==> src/rtl/perf_pkg.sv <==
package perf_pkg;
    localparam int NUM_SLOTS = 4;
    localparam int SEL_W     = 8;
    localparam int OVF_POS   = 0;
    localparam int CLR_POS   = 1;
    localparam int EN_POS    = 2;
    localparam int SEL_LSB   = 24;

    typedef enum logic { CLR_IDLE = 1'b0, CLR_ARMED = 1'b1 } cyc_clr_e;
    typedef enum logic { EV_LIVE = 1'b0, EV_HELD = 1'b1 } ev_run_e;
endpackage

==> src/rtl/perf_cycle_unit.sv <==
module perf_cycle_unit
    import perf_pkg::*;
#(
    parameter int CTR_W = 32
) (
    input  logic             clk,
    input  logic             rst_n,
    input  logic             ctrl_wr,
    input  logic             wr_en_bit,
    input  logic             wr_clr_bit,
    output logic [CTR_W-1:0] cnt_o,
    output logic [31:0]      ctrl_o,
    output logic             run_o,
    output logic             ovf_o
);
    localparam logic [CTR_W-1:0] CNT_MAX = '1;

    cyc_clr_e         clr_st, clr_nx;
    logic             en_q, ovf_q;
    logic [CTR_W-1:0] cnt_q;
    logic             do_clear, running, clr_rb;

    // state register
    always_ff @(posedge clk) begin
        if (!rst_n) clr_st <= CLR_IDLE;
        else        clr_st <= clr_nx;
    end

    always_comb begin
        clr_nx = clr_st;
        unique case (clr_st)
            CLR_IDLE:  if (ctrl_wr && !wr_clr_bit) clr_nx = CLR_ARMED;
            CLR_ARMED: if (ctrl_wr &&  wr_clr_bit) clr_nx = CLR_IDLE;
        endcase
    end

    // outputs of the clear machine
    always_comb begin
        do_clear = 1'b0;
        clr_rb   = 1'b0;
        unique case (clr_st)
            CLR_IDLE:  clr_rb   = 1'b1;
            CLR_ARMED: do_clear = ctrl_wr && wr_clr_bit;
        endcase
    end

    assign running = en_q && !ovf_q;

    always_ff @(posedge clk) begin
        if (!rst_n) begin
            en_q  <= 1'b0;
            ovf_q <= 1'b0;
            cnt_q <= '0;
        end else begin
            if (ctrl_wr) en_q <= wr_en_bit;
            if (do_clear) begin
                cnt_q <= '0;
                ovf_q <= 1'b0;
            end else if (running) begin
                cnt_q <= cnt_q + 1'b1;
                if (cnt_q == CNT_MAX) ovf_q <= 1'b1;
            end
        end
    end

    always_comb begin
        ctrl_o          = '0;
        ctrl_o[OVF_POS] = ovf_q;
        ctrl_o[CLR_POS] = clr_rb;
        ctrl_o[EN_POS]  = en_q;
    end

    assign cnt_o = cnt_q;
    assign run_o = running;
    assign ovf_o = ovf_q;

    p_cyc_step_r3: assert property (@(posedge clk) disable iff (!rst_n)
        (running && !do_clear) |=> cnt_q == CTR_W'($past(cnt_q) + 1'b1));
    p_cyc_wrap_r4: assert property (@(posedge clk) disable iff (!rst_n)
        (running && !do_clear && cnt_q == CNT_MAX) |=> (ovf_q && cnt_q == '0));
    p_irq_hold_r5: assert property (@(posedge clk) disable iff (!rst_n)
        (ovf_q && !do_clear) |=> ovf_q);
    p_noarm_keep_r6: assert property (@(posedge clk) disable iff (!rst_n)
        (clr_st == CLR_IDLE && !running) |=> $stable(cnt_q));
endmodule

==> src/rtl/perf_event_unit.sv <==
module perf_event_unit
    import perf_pkg::*;
#(
    parameter int CTR_W = 32,
    parameter int EVT_W = 64
) (
    input  logic             clk,
    input  logic             rst_n,
    input  logic             ctrl_wr,
    input  logic             wr_en_bit,
    input  logic             wr_clr_bit,
    input  logic [SEL_W-1:0] wr_sel,
    input  logic             run_i,
    input  logic [EVT_W-1:0] evt_i,
    output logic [CTR_W-1:0] cnt_o,
    output logic [31:0]      ctrl_o
);
    localparam int               IDX_W   = $clog2(EVT_W);
    localparam logic [CTR_W-1:0] CNT_MAX = '1;

    ev_run_e          st_q, st_nx;
    logic             en_q;
    logic [SEL_W-1:0] sel_q;
    logic [CTR_W-1:0] cnt_q;
    logic             clr_req, sel_hit, hit;

    assign clr_req = ctrl_wr && !wr_clr_bit;
    assign sel_hit = (int'(sel_q) < EVT_W) ? evt_i[sel_q[IDX_W-1:0]] : 1'b0;
    assign hit     = en_q && run_i && sel_hit && (st_q == EV_LIVE);

    // state register
    always_ff @(posedge clk) begin
        if (!rst_n) st_q <= EV_LIVE;
        else        st_q <= st_nx;
    end

    always_comb begin
        st_nx = st_q;
        unique case (st_q)
            EV_LIVE: if (!clr_req && hit && cnt_q == CNT_MAX) st_nx = EV_HELD;
            EV_HELD: if (clr_req) st_nx = EV_LIVE;
        endcase
    end

    always_ff @(posedge clk) begin
        if (!rst_n) begin
            en_q  <= 1'b0;
            sel_q <= '0;
            cnt_q <= '0;
        end else begin
            if (ctrl_wr) begin
                en_q  <= wr_en_bit;
                sel_q <= wr_sel;
            end
            if (clr_req)  cnt_q <= '0;
            else if (hit) cnt_q <= cnt_q + 1'b1;
        end
    end

    // outputs
    always_comb begin
        ctrl_o                        = '0;
        ctrl_o[OVF_POS]               = (st_q == EV_HELD);
        ctrl_o[CLR_POS]               = 1'b1;
        ctrl_o[EN_POS]                = en_q;
        ctrl_o[SEL_LSB +: SEL_W]      = sel_q;
    end

    assign cnt_o = cnt_q;

    p_ev_freeze_r7: assert property (@(posedge clk) disable iff (!rst_n)
        (!run_i && !clr_req) |=> $stable(cnt_q));
    p_ev_clear_r9: assert property (@(posedge clk) disable iff (!rst_n)
        clr_req |=> (cnt_q == '0 && st_q == EV_LIVE));
    p_ev_held_r10: assert property (@(posedge clk) disable iff (!rst_n)
        (st_q == EV_HELD && !clr_req) |=> (st_q == EV_HELD && $stable(cnt_q)));
endmodule

==> src/rtl/perf_regmux.sv <==
module perf_regmux
    import perf_pkg::*;
#(
    parameter int ADDR_W = 8
) (
    input  logic [ADDR_W-1:0]               addr_i,
    input  logic [NUM_SLOTS-1:0][31:0]      ctrl_i,
    input  logic [NUM_SLOTS-1:0][31:0]      cnt_i,
    output logic [31:0]                     rdata_o
);
    logic [1:0] slot;
    assign slot = addr_i[3:2];

    always_comb begin
        rdata_o = '0;
        if (addr_i[1:0] == 2'b00) begin
            if (addr_i[ADDR_W-1:4] == '0)
                rdata_o = ctrl_i[slot];
            else if (addr_i[ADDR_W-1:4] == (ADDR_W-4)'(2))
                rdata_o = cnt_i[slot];
        end
    end
endmodule

==> src/rtl/dram_perf_bank.sv <==
module dram_perf_bank
    import perf_pkg::*;
#(
    parameter int CTR_W  = 32,
    parameter int EVT_W  = 64,
    parameter int ADDR_W = 8
) (
    input  logic              clk,
    input  logic              rst_n,
    input  logic              reg_wr,
    input  logic [ADDR_W-1:0] reg_addr,
    input  logic [31:0]       reg_wdata,
    output logic [31:0]       reg_rdata,
    input  logic [EVT_W-1:0]  evt_strobe,
    output logic              irq
);
    logic [NUM_SLOTS-1:0]        ctrl_wr;
    logic [NUM_SLOTS-1:0][31:0]  ctrl_w;
    logic [NUM_SLOTS-1:0][31:0]  cnt_w;
    logic [CTR_W-1:0]            cyc_cnt;
    logic                        bank_run;
    logic                        cyc_ovf;
    logic                        unused_wbits;

    assign unused_wbits = ^{reg_wdata[SEL_LSB-1:EN_POS+1], reg_wdata[OVF_POS]};

    // control-word write decode
    always_comb begin
        for (int n = 0; n < NUM_SLOTS; n++)
            ctrl_wr[n] = reg_wr && reg_addr[1:0] == 2'b00 &&
                         reg_addr[ADDR_W-1:4] == '0 && int'(reg_addr[3:2]) == n;
    end

    perf_cycle_unit #(.CTR_W(CTR_W)) u_cycle (
        .clk        (clk),
        .rst_n      (rst_n),
        .ctrl_wr    (ctrl_wr[0]),
        .wr_en_bit  (reg_wdata[EN_POS]),
        .wr_clr_bit (reg_wdata[CLR_POS]),
        .cnt_o      (cyc_cnt),
        .ctrl_o     (ctrl_w[0]),
        .run_o      (bank_run),
        .ovf_o      (cyc_ovf)
    );
    assign cnt_w[0] = 32'(cyc_cnt);

    for (genvar g = 1; g < NUM_SLOTS; g++) begin : g_evt
        logic [CTR_W-1:0] ev_cnt;
        perf_event_unit #(.CTR_W(CTR_W), .EVT_W(EVT_W)) u_evt (
            .clk        (clk),
            .rst_n      (rst_n),
            .ctrl_wr    (ctrl_wr[g]),
            .wr_en_bit  (reg_wdata[EN_POS]),
            .wr_clr_bit (reg_wdata[CLR_POS]),
            .wr_sel     (reg_wdata[SEL_LSB +: SEL_W]),
            .run_i      (bank_run),
            .evt_i      (evt_strobe),
            .cnt_o      (ev_cnt),
            .ctrl_o     (ctrl_w[g])
        );
        assign cnt_w[g] = 32'(ev_cnt);
    end

    perf_regmux #(.ADDR_W(ADDR_W)) u_mux (
        .addr_i  (reg_addr),
        .ctrl_i  (ctrl_w),
        .cnt_i   (cnt_w),
        .rdata_o (reg_rdata)
    );

    assign irq = cyc_ovf;

    p_unmapped_zero_r1: assert property (@(posedge clk) disable iff (!rst_n)
        (reg_addr[1:0] != 2'b00 || reg_addr[3:2] == 2'b00 && 1'b0 ||
         (reg_addr[ADDR_W-1:4] != '0 && reg_addr[ADDR_W-1:4] != (ADDR_W-4)'(2)))
        |-> reg_rdata == 32'h0);
    p_irq_freeze_r4: assert property (@(posedge clk) disable iff (!rst_n)
        irq |=> $stable(cnt_w[1]) || $past(ctrl_wr[1]));
endmodule

==> config.mk <==
export PLATFORM = sky130hd
export DESIGN_NAME = dram_perf_bank
export DESIGN_NICKNAME = d
export VERILOG_FILES = /design/src/rtl/perf_pkg.sv /design/src/rtl/perf_cycle_unit.sv /design/src/rtl/perf_event_unit.sv /design/src/rtl/perf_regmux.sv /design/src/rtl/dram_perf_bank.sv
export SDC_FILE = /design/constraint.sdc
export NUM_CORES = 1
export LEC_CHECK = 0
export ABC_AREA = 1
export BUFFER_PORTS_ARGS = -buffer_cell sky130_fd_sc_hd__buf_2
export CORE_MARGIN = 2
export CORE_UTILIZATION = 45
export DETAILED_ROUTE_END_ITERATION = 7
export GPL_ROUTABILITY_DRIVEN = 0
export MAX_ROUTING_LAYER = met4
export PLACE_DENSITY = 0.63
export SYNTH_ARGS = -nofsm -noshare
export SYNTH_HDL_FRONTEND = slang
export SYNTH_HIERARCHICAL = 1
export SYNTH_SLANG_ARGS = --single-unit
==> constraint.sdc <==
create_clock -name clk -period 3 [get_ports clk]
set_clock_uncertainty 0.15 [all_clocks]
set_input_delay 0.6 -clock clk [delete_from_list [all_inputs] [get_ports clk]]
set_output_delay 0.6 -clock clk [all_outputs]
set_load 0.02 [all_outputs]
Word level (Yosys, flattened, before mapping)
Cells that the tools add are included.

operators by class
  mux-type cells = 30
  bitwise gates (word level) = 5
  reductions and logical operators = 40
  equality and inequality tests = 8
  $add $sub $neg = 4
  $lt $le $gt $ge = 7

operators by type and width
  cell                                                                          number
  32-bit two-way mux                                                            5
  32-bit by 1-bit adder with 32-bit output, second input constant               4
  32-bit binary-select mux with 2-bit select                                    2
  32-bit == test, second input constant                                         4
  1-bit logical AND                                                             27
  8-bit by 7-bit less-than comparator with 1-bit output, second input constant  3
  6-bit by 7-bit less-than comparator with 1-bit output, second input constant  3
  1-bit binary-select mux with 6-bit select                                     3
  1-bit two-way mux                                                             16
  1-bit one-hot mux with 2 select lines                                         4
  2-bit OR reduction                                                            4
  1-bit logical NOT                                                             5
  1-bit NOT                                                                     5
  2-bit == test, second input constant                                          2
  4-bit by 2-bit == test with 1-bit output, second input constant               1
  2-bit logical NOT                                                             2
  4-bit logical NOT                                                             1
  2-bit by 3-bit less-than comparator with 1-bit output, second input constant  1
  2-bit by 1-bit == test with 1-bit output, second input constant               1
  2-bit AND reduction                                                           1

word-level totals
  word-level logic and storage cells = 110
  output and inout bits = 33
  flip-flop bits (word level) = 161
  bits of input ports = 107

Longest topological paths before layout
  depth after elaboration = 10
  depth in mapped cells = 15
  depth with buffers taken out = 13

Modules after synthesis
Netlist, hierarchy kept.

by module, submodules not included
  module           times used  area each (um2)  cells an instance  sequential area each (um2)
  perf_event_unit  3           3270.6           511                840.8
  perf_regmux      1           3269.4           790                0.0
  perf_cycle_unit  1           2199.6           331                700.7
  dram_perf_bank   1           83.8             21                 0.0

Worst setup path after synthesis
Ideal clock, no wire load.

  path type = in2out
  start = input reg_addr[2]
  end = output reg_rdata[10]
  arrival time = 1.586 ns
  setup slack = 0.664 ns
  data required time = 2.250 ns
  buffers on the path = 3
  stages = 8
  path through = buf_4 -> buf_4 -> buf_2 -> nand2_1 -> nand3_1 -> nand3_1 -> nand2_1 -> nor2_1

on the way
  word-level cells in the longest chain between the ends = 5
  elaborated cells between the ends (all ways) = 7
  those cells by class = mux (7)

ends and longest elaborated chain
  what                                        line                  RTL
  from (decl)                                 dram_perf_bank.sv:11  input logic [ADDR_W-1:0] reg_addr,
  32-bit binary-select mux with 2-bit select  perf_regmux.sv:20     rdata_o = cnt_i[slot];
  32-bit two-way mux (implied by the code)    perf_regmux.sv:20
  32-bit two-way mux                          perf_regmux.sv:19     else if (addr_i[ADDR_W-1:4] == (ADDR_W-4)'(2))
  32-bit two-way mux (*)                      perf_regmux.sv:17     if (addr_i[ADDR_W-1:4] == '0)
  32-bit two-way mux (*)                      perf_regmux.sv:16     if (addr_i[1:0] == 2'b00) begin
  to (decl)                                   dram_perf_bank.sv:13  output logic [31:0] reg_rdata,

Every way passes the cells marked *; elsewhere a longest branch is shown, timed or not. The select of a mux whose other input is x is not followed.

Worst setup path in the final report
  start = input reg_addr[2]
  end = output reg_rdata[31]

Same word-level chain as after synthesis.

==> summary.txt <==
Layout
  • Most frequent cells in the layout: nand2_1 (791), nand3_1 (402), nor2_1 (274)
  • Fillers: 3,650
  • Core Util, Final: 48.42%
  • Final nets: 2,825
  • Layout area overhead: 5.937%
  • Commonest non-fill, non-tap cell in the layout: nand2_1
  • Layout cell share with drive strength beyond 1: 12.44%

Global route
  • M3 GR Usage: 3.166%
  • Pin count of the biggest net entering global routing: 62
  • Met2 usage: 44.85%
  • Overall routing resource usage: 28.18%
  • Global route total overflow: 0
  • Global-route wire length before repair: 78.85 mm
  • Vias in the first global route: 14,730
  • Initial antenna violation count: 2
  • GR peak layer: met2
  • M1 GR Usage: 37.82%

Worst setup path
  • FF-to-FF setup slack: 400 ps
  • Critical Path Start Type: primary input
  • Critical path's slowest cell: nor2_1
  • Crit path to: reg_rdata[31]
  • Most Frequent Cell on Critical Path: nor2_1
  • Crit path launch: reg_addr[2]
  • Worst EP arrival: 2030 ps
  • R2R cell count: 12
  • CP max stage delay: 310 ps
  • WS Path Type: primary input to output pin
  • Crit Path Max Fanout: 17
  • Worst EP required: 2250 ps
  • Start of the worst register-to-register path: g_evt[2].u_evt/sel_q[0]
  • Crit path cell chain: buf_4 > inv_4 > buf_4 > nor2_1 > nor2_1 > nor2_1 > nor2_1 > buf_2
  • Crit. End Element: output pin
  • R2R Path End: g_evt[2].u_evt/st_q

Pwr
  • Leakage: 6.842 nW
  • Power share of the combinational group: 13.1%
  • Cell Int Power: 3.719 mW
  • Clock power frac: 45.3%
  • Power per cell area: 315.5 nW/um2
  • NetSw: 1.417 mW
  • Seq pwr share: 41.6%
  • Max IR drop VDD: 0.0003727 V
  • Switching share of power: 27.59%

STA
  • Hold violation total from the final report: 0
  • Setup TNS: 0 ps
  • RSZ-0062 raised after global routing: no
  • Slew margin rel.: 53.83%
  • FMAX: 359.8 MHz
  • # setup viols final: 0
  • Max-slew violations: 0
  • Slew @ Worst Pin: 687.3 ps
  • Final worst path period share: 92.63%
  • Tmin final: 2779 ps

Synth
  • Number of library cell types mapped by synthesis: 41
  • Seq cells post-synth: 161
  • Synth Instances: 2,675
  • Yosys warnings: 6
  • Mapped Avg Cell Area: 5.744 um2
  • Sequential element share of the synthesized area: 20.98%
  • Synth Cell Area: 15,360 um2

Floorplan
  • Die area: 35,640 um2
  • Initial core utilization: 45.71%
  • CORE AREA: 33,620 um2
  • Boundary pin count: 140
  • Die Width: 188.8 um
  • Die Span Y: 188.8 um
  • Site Rows: 67

Placed design
  • PortBufs: 117
  • Hpwl dp: 36.50 mm

Clocking
  • Total clock sinks: 161
  • Hold buffers post-CTS: 0
  • CTS buffer count: 17
  • Clock root buffer: clkbuf_16
  • TritonCTS clock tree: done
  • PostCTS Resize Cnt: 0
  • H-tree depth: 4
  • Longest Clk Path Bufs: 2
  • Worst-Skew Late Latency: 450 ps
  • Clock transition at path regs: 60 ps
  • Post-CTS setup repair buffer count: 0

Route
  • Drt initial violations: 1,685
  • Via count: 16,520
  • DRC violations left: 0
  • Routed WL: 48.81 mm
  • Antenna-violating nets left: 0
  • Routed WL per cell: 15.37 um
  • Via-to-Cell Ratio: 5.201
  • DR pass1 iterations: 6

Flow run
  • Max Cap Violations: 0

Hold path
  • Hold WC Path Type: primary input to flip-flop
  • Worst hold start: reg_wdata[29]

Run status
  • Outcome: completed
## worst max-delay path: cells and delay by family
family | cells | cell delay [ps]
buffers and inverters | 4 | 890
and+or+nand+nor | 4 | 520
## cell usage after synthesis
cell type	n	area share, %
clkbuf_1	43	1.1
nor3b_1	1	0.049
buf_2	21	0.68
nor4_4	3	0.42
nand2_8	3	0.39
nand2_1	791	19
buf_8	3	0.29
ha_1	4	0.33
o21ai_2	1	0.057
and3_1	1	0.041
nand2_2	5	0.20
inv_2	77	1.9
buf_6	34	2.5
buf_1	3	0.073
clkinv_1	7	0.17
nor2_2	10	0.41
dfxtp_1	161	21
o21a_1	2	0.098
nand3_4	1	0.11
o21bai_1	3	0.15
buf_4	127	6.2
nand4_1	45	1.8
nand3_1	402	13
inv_1	241	5.9
xor2_1	72	4.1
nor3_1	68	2.2
inv_4	3	0.12
o21ai_1	5	0.16
o21ai_0	69	2.2
nand2_4	4	0.29
xnor2_1	22	1.3
nor3_2	7	0.46
nor2_4	9	0.66
nor4_1	3	0.12
a21oi_1	123	4.0
nand3_2	13	0.85
conb_1	7	0.17
nor2_1	274	6.7
nand3b_2	3	0.22
or2_1	1	0.041
inv_6	3	0.17
## kinds of logic after synthesis
logic type                 count (synthesis)  synth area share (%)
buffers and inverters                    562                 19.03
DFF                                      161                 20.98
xor gates and xnor gates                  94                 5.358
adders and majority gates                  4                0.3257
and+or+nand+nor                         1644                 47.42
other                                      7                0.1710
AOI/OAI and AO/OA                        203                 6.718
## stage by stage
stage	cell area [um2]	total power [mW]	instances	worst slack, ps	hold slack, ps
2_1_floorplan	15700	2.712	2763	664.4	302.0
3_3_place_gp	15660	2.837	3143	260.9	314.8
3_5_place_dp	15660	2.846	3143	225.2	324.5
4_1_cts	16270	5.156	3174	268.3	269.5
5_1_grt	16280	5.345	3176	158.1	281.9
6_report	16280	5.136	3176	221.0	280.7
## power groups by stage
| stage | sequential [mW] | combinational [mW] | clock [mW] |
|---|---|---|---|
| 2_1_floorplan | 2.19 | 0.525 | 0 |
| 3_3_place_gp | 2.19 | 0.649 | 0 |
| 3_5_place_dp | 2.19 | 0.658 | 0 |
| 4_1_cts | 2.14 | 0.660 | 2.36 |
| 5_1_grt | 2.14 | 0.754 | 2.45 |
| 6_report | 2.14 | 0.670 | 2.33 |
## registers in the layout, summed over array words and instances (netlist names), named ones only
| name | count |
|---|---|
| g_evt.u_evt/cnt_o | 96 |
| u_cycle/en_q | 1 |
| g_evt.u_evt/sel_q | 24 |
| u_cycle/cnt_o | 32 |
| u_cycle/ovf_o | 1 |
| g_evt.u_evt/en_q | 3 |
| g_evt.u_evt/st_q | 3 |
## cell type report
cell class	instances	area, um2	area share, %
Clock inverter	11	152.6	0.9378
Inverter	331	1267	7.787
Clock buffer	20	456.7	2.806
Sequential cell	161	3223	19.80
Multi-Input combinational cell	2040	9565	58.77
Antenna cell	2	5.005	0.03075
Timing Repair Buffer	163	1046	6.426
Tap cell	448	560.5	3.444
## worst min-delay path by stage
stage	endpoint	slack, ps	depth (start not counted)
floorplan	g_evt[1].u_evt/cnt_o[27]	300	2
global route	g_evt[2].u_evt/sel_q[5]	280	3
finish	g_evt[3].u_evt/sel_q[5]	280	3
global placement	g_evt[1].u_evt/cnt_o[31]	310	2
CTS	g_evt[2].u_evt/sel_q[5]	270	3
detailed placement	g_evt[1].u_evt/cnt_o[31]	320	2
## routing by layer
metal  vias to the layer above  share of wire (%)  wire (um)
met4                         0                2.3       1117
li1                       8319                  -          -
met1                      7468                 45      21980
met2                       649                 46      22320
met5                         -                  0          0
met3                        81                7.0       3396
No activity file was read; power rests on OpenSTA's default activity.
